## src/rtl/sys_counter_cmp.sv

```systemverilog
module sys_counter_cmp #(
  parameter int DATA_W   = 32,
  parameter int CMP_HI_W = 24,
  parameter int TICK_DIV = 3,
  parameter int ADDR_W   = 17
) (
  input  logic              clk,
  input  logic              rst_n,
  input  logic [ADDR_W-1:0] bus_addr,
  input  logic              bus_wr,
  input  logic [DATA_W-1:0] bus_wdata,
  output logic [DATA_W-1:0] bus_rdata,
  output logic              irq
);
  localparam int CNT_W = 2 * DATA_W;
  localparam int DIV_W = (TICK_DIV > 1) ? $clog2(TICK_DIV) : 1;
  localparam logic [DIV_W-1:0] DIV_LAST = DIV_W'(TICK_DIV - 1);
  localparam logic [ADDR_W-1:0] OFS_CNT_LO = ADDR_W'(32'h0_0008);
  localparam logic [ADDR_W-1:0] OFS_CNT_HI = ADDR_W'(32'h0_000C);
  localparam logic [ADDR_W-1:0] OFS_CMP_LO = ADDR_W'(32'h1_0020);
  localparam logic [ADDR_W-1:0] OFS_CMP_HI = ADDR_W'(32'h1_0024);
  localparam logic [ADDR_W-1:0] OFS_CTRL   = ADDR_W'(32'h1_002C);

  logic [DIV_W-1:0]    div_q;
  logic [CNT_W-1:0]    cnt_q;
  logic [DATA_W-1:0]   cmp_lo_q;
  logic [CMP_HI_W-1:0] cmp_hi_q;
  logic                en_q, mask_q, stat_q;

  wire tick    = (div_q == DIV_LAST);
  wire wr_ctrl = bus_wr && (bus_addr == OFS_CTRL);
  wire en_d    = wr_ctrl ? bus_wdata[0] : en_q;
  wire [CNT_W-1:0] cmp_full = CNT_W'({cmp_hi_q, cmp_lo_q});
  wire reached = (cnt_q >= cmp_full);

  always_ff @(posedge clk) begin
    if (!rst_n) begin
      div_q <= '0;
      cnt_q <= '0;
    end else begin
      div_q <= tick ? '0 : div_q + 1'b1;
      if (tick) cnt_q <= cnt_q + 1'b1;
    end
  end

  always_ff @(posedge clk) begin
    if (!rst_n) begin
      cmp_lo_q <= '0;
      cmp_hi_q <= '0;
      en_q     <= 1'b0;
      mask_q   <= 1'b0;
      stat_q   <= 1'b0;
    end else begin
      if (bus_wr && bus_addr == OFS_CMP_LO) cmp_lo_q <= bus_wdata;
      if (bus_wr && bus_addr == OFS_CMP_HI) cmp_hi_q <= bus_wdata[CMP_HI_W-1:0];
      if (wr_ctrl) mask_q <= bus_wdata[1];
      en_q   <= en_d;
      stat_q <= en_d && (stat_q || reached);
    end
  end

  always_comb begin
    case (bus_addr)
      OFS_CNT_LO: bus_rdata = cnt_q[DATA_W-1:0];
      OFS_CNT_HI: bus_rdata = cnt_q[CNT_W-1:DATA_W];
      OFS_CMP_LO: bus_rdata = cmp_lo_q;
      OFS_CMP_HI: bus_rdata = DATA_W'(cmp_hi_q);
      OFS_CTRL:   bus_rdata = DATA_W'({stat_q, mask_q, en_q});
      default:    bus_rdata = '0;
    endcase
  end

  assign irq = stat_q && !mask_q;

  AST_CNT_STEP: assert property (@(posedge clk) disable iff (!rst_n)
    (cnt_q != $past(cnt_q)) |-> (cnt_q == $past(cnt_q) + 1'b1));
  AST_CNT_NEEDS_TICK: assert property (@(posedge clk) disable iff (!rst_n)
    !$past(tick) |-> $stable(cnt_q));
  AST_STAT_NEEDS_EN: assert property (@(posedge clk) disable iff (!rst_n)
    stat_q |-> en_q);
  AST_STAT_STICKY: assert property (@(posedge clk) disable iff (!rst_n)
    (stat_q && !(wr_ctrl && !bus_wdata[0])) |=> stat_q);
  AST_MASK_BLOCKS: assert property (@(posedge clk) disable iff (!rst_n)
    mask_q |-> !irq);
  AST_ACK_DROPS: assert property (@(posedge clk) disable iff (!rst_n)
    (wr_ctrl && !bus_wdata[0]) |=> (!irq && !stat_q));
endmodule

```

## config.mk

```make
export PLATFORM = sky130hd
export DESIGN_NAME = sys_counter_cmp
export DESIGN_NICKNAME = d
export VERILOG_FILES = /design/src/rtl/sys_counter_cmp.sv
export SDC_FILE = /design/constraint.sdc
export NUM_CORES = 1
export LEC_CHECK = 0
export BUFFER_PORTS_ARGS = -buffer_cell sky130_fd_sc_hd__buf_2
export CAP_MARGIN = 30
export CORE_UTILIZATION = 59
export DETAILED_ROUTE_END_ITERATION = 6
export GPL_ROUTABILITY_DRIVEN = 0
export PLACE_DENSITY_LB_ADDON = 0.12
export SYNTH_ARGS = -nofsm -noshare
export SYNTH_HDL_FRONTEND = slang
export SYNTH_SLANG_ARGS = --single-unit
```

## constraint.sdc

```tcl
create_clock -name clk -period 3.1 [get_ports clk]
set_input_delay 0.62 -clock clk [delete_from_list [all_inputs] [get_ports clk]]
set_output_delay 0.62 -clock clk [all_outputs]
set_load 0.01 [all_outputs]
```

Word-level counts from Yosys, hierarchy flattened
Cells that the tools add are included.
{"block": "totals", "out_inout_bits": 33, "regBits": 125, "wordCells": 27, "inputBits": 52}
{"block": "op_classes", "magnitude_cmp": 1, "n_eq_ne": 6, "n_bitwise": 1, "n_mux": 2, "add_sub_neg": 2, "n_reduce_logical": 8}
{"op": "$pmux 32 s5", "n": 1}
{"op": "$add 64x1->64 const B", "n": 1}
{"op": "$ge 64x56->1", "n": 1}
{"op": "$eq 17x17->1 const B", "n": 3}
{"op": "$eq 17x4->1 const B", "n": 2}
{"op": "$logic_and 1x1->1", "n": 5}
{"op": "$add 2x1->2 const B", "n": 1}
{"op": "$eq 2x2->1 const B", "n": 1}
{"op": "$reduce_or 2->1", "n": 1}
{"op": "$logic_not 1->1", "n": 1}
{"op": "$logic_or 1x1->1", "n": 1}
{"op": "$mux 1", "n": 1}
{"op": "$not 1->1", "n": 1}

Depth between registers and ports, before layout
{"block": "logic_depth", "word_depth": 4, "ltp_mapped": 10, "ltp_nobuf": 8}

Worst setup path before layout
OpenSTA, ideal clock, no wires.
{"block": "synth_path", "path_type": "input port to output port", "start": "input bus_addr[14]", "end": "output bus_rdata[14]", "stages": 7, "t_arrival_ns": 2.193, "required_ns": 2.480, "n_path_buf": 2, "slack_ns": 0.287, "cell_sequence": "nor4_1 nand4_1 nor3_1 clkbuf_1 buf_1 a22oi_1 nand2_1"}
{"block": "synth_between", "elab_chain_len": 2, "word_cells_on_any_way": 6, "classes_between": "eq/ne: 5; mux: 1"}
{"item": "start, declared", "line": "9", "rtl": "input logic [ADDR_W-1:0] bus_addr,"}
{"item": "$eq 17x17->1 or $eq 17x4->1 (tied branches)", "line": "63", "rtl": "case (bus_addr)"}
{"item": "$pmux 32 s5 *", "line": "63"}
{"item": "end, declared", "line": "12", "rtl": "output logic [DATA_W-1:0] bus_rdata,"}
Mark *: on every way between the ends. The rest lies on a longest branch, timed or not.

Worst setup path after layout
{"block": "layout_path", "start": "input bus_addr[9]", "end": "output bus_rdata[10]"}
Same word-level chain as after synthesis.

==> results.toml <==
[status]
status = "finished, violations left"
violations = "design-rule violations"

[sta]
finalCriticalPeriod_ps = 2933
finClkSkew_ps = 8.754
maxSlewViolCount = 0
setup_viol = 0
fmax_mhz = 340.9
rsz0062_at_grt = "false"
fin_crit_sh_pct = 94.62
hold_viol = 0
timing.slew.headroom_pct = 54.61
tightest_slew_ps = 680.8
finalSetupTns_ps = 0

[floorplanning]
die_w_um = 113.5
core_um2 = 12060
num_io_pins = 85
initial_utilization_pct = 60.84
die_h_um = 113.5
die_area_um2 = 12890
row_count = 40

[routing]
drc = 4
dr.pass1.iters = 7
dr.first_iter.drc_count = 722
vias = 7106
post_drt_wl_per_cell_um = 17.00
drt_wl_total_um = 20280
vias_per_cell = 5.956
postRouteAntennaNets = 0

[cells_and_area]
fin_nets = 1123
fillCellCount = 1012
area_growth_pct = 16.66
diodes = 0
drive_above_1_share_pct = 16.00

[yosys]
yosysUniqueCellTypes = 50
syn_area_um2 = 7338
synthCells = 939
ys_warn_count = 0
synth_area_per_cell_um2 = 7.815
ys_seq_area_share_pct = 34.10
ys.flop_type = "dfxtp_1"
postSynth.asyncResetShare_pct = 0
synth_enable_flop_cells = 0
synth_nets = 1049
ys_seq_elements = 125

[setup_path]
crit_required_ps = 2480
path_max_fanout = 65
crit_type = "in2out"
worstPathArrival_ps = 2310
setup.worst_path.start_class = "input port"
end_kind = "output pin"
crit-reg2reg-launch = "cnt_q[0]$_SDFFE_PN0P_"
critPathLaunch = "bus_addr[9]"

[clock_tree]
clk_latency_ps = 430
cts_resized = 0
clk_pin_slew_ps = 50
cts_setup_buffers = 0
cts_tree = "yes"
numCtsBuffers = 17
cts_max_path_buffers = 2
holdBufCountCts = 0
h-tree-depth = 4
cts_root_buffer = "clkbuf_16"
cts_sinks = 125

[global_routing]
grt_pass1_vias = 6423
antenna_found_initial = 1
grt_usage_pct = 32.95
grt_max_degree = 81
grt_overflow = 0
grt_pass1_wl_um = 32780

[placement]
hpwl_um = 13970
io_buffers = 84

[pwr]
p_per_area_nw_per_um2 = 435.6
irDropWorstVdd_v = 0.0003945
p_leak_nw = 3.347
total_power_mw = 3.729

[worst_hold_path]
hold_path_class = "reg2reg"
hp-start = "div_q[0]$_SDFF_PP0_"

[run]
drv_cap = 0
per-layer routing:
| metal | global-route usage [%] | up-vias | part of all wire, % |
|---|---|---|---|
| li1 | - | 3447 | - |
| met1 | 44.08 | 3327 | 44 |
| met2 | 52.60 | 302 | 46 |
| met3 | 7.651 | 28 | 7.9 |
| met4 | 10.53 | 2 | 1.6 |
| met5 | 0 | - | 0.044 |
registers in the layout, summed over array words and instances, names as in the netlist:
name and cells:
cnt_q 64, cmp_lo_q 32, cmp_hi_q 24, div_q 2, en_q 1, mask_q 1, stat_q 1
cells by family after synthesis:
family,synth area share [%]
AOI/OAI and AO/OA,14.24
adders and majority gates,9.889
DFF,34.10
xor gates and xnor gates,6.326
buffers and inverters,7.536
and+or+nand+nor,27.21
muxes,0.6991
cell usage after synthesis (17+ instances only):
cell type  count  share of area [%]
nand2_1      128                6.5
nand4_1       22                1.9
xnor2_1       38                4.5
nand3_1       86                5.9
nor2_1        69                3.5
nor4_1        18                1.5
ha_1          58                9.9
inv_1         79                4.0
a21oi_1       84                5.7
clkbuf_1      37                1.9
a22oi_1       45                4.6
nor3_1        17                1.2
dfxtp_1      125                 34
layout by cell type (no fill, tap or decap), types with 3 or more instances in the layout:
master,n
inv_1,79
clkbuf_16,17
a222oi_1,11
xnor2_1,38
clkinv_2,6
buf_12,4
clkbuf_8,5
nor2_1,68
nor4_2,8
nor4_1,17
and4_1,8
nor3_1,15
buf_4,21
a22oi_1,45
or3_1,7
nand4_1,22
nand2b_1,4
a21oi_1,84
ha_1,58
and2_1,5
a221oi_1,4
and3_1,9
xor2_1,15
nor3_2,3
o21ai_0,15
nand2_1,128
buf_2,84
dfxtp_1,125
mux2i_1,4
nand3_1,86
critical path, stage by stage:
cell and delay [ps]:
buf_2 100, nor4_1 390, nand3_1 190, nor4_2 280, buf_12 340, a22oi_1 150
nand2_1 90, buf_2 130
per-stage QoR:
stage / setup WS, ps / area, um^2 / instances / hold slack [ps] / util (%)
6_report: 166.8 / 8561 / 1193 / 409.9 / 70.98
5_1_grt: 22.00 / 8561 / 1193 / 439.7 / 70.98
4_1_cts: 176.7 / 8561 / 1193 / 413.4 / 70.98
3_5_place_dp: 194.3 / 7974 / 1162 / 406.4 / 66.11
3_3_place_gp: 267.0 / 7974 / 1162 / 401.9 / 66.11
2_1_floorplan: 287.3 / 7338 / 939 / 392.0 / -
where the power goes:
part / leakage (nW) / internal [mW] / switching (mW)
registers: 1.01 / 1.62 / 0.00427
clock network: 0.296 / 1.28 / 0.708
logic: 2.04 / 0.0473 / 0.0772
total: 3.35 / 2.94 / 0.789
cell type report:
type / instances / area, um^2 / area share [%]
Clock buffer: 24 / 501.7 / 5.861
Clock inverter: 7 / 85.08 / 0.9939
Inverter: 80 / 301.5 / 3.522
Multi-Input combinational cell: 680 / 4302 / 50.25
Sequential cell: 125 / 2502 / 29.23
Tap cell: 168 / 210.2 / 2.455
Timing Repair Buffer: 109 / 658.1 / 7.688
final timing paths:
kind / slack (ps) / endpoint / cells after the start
setup reg to reg: 460 / stat_q$_SDFF_PN0_ / 8
hold / removal: 410 / div_q[0]$_SDFF_PP0_ / 1
setup / recovery: 170 / bus_rdata[10] / 8
hold reg to reg: 410 / div_q[0]$_SDFF_PP0_ / 1
(Power assumes the default switching activity.)
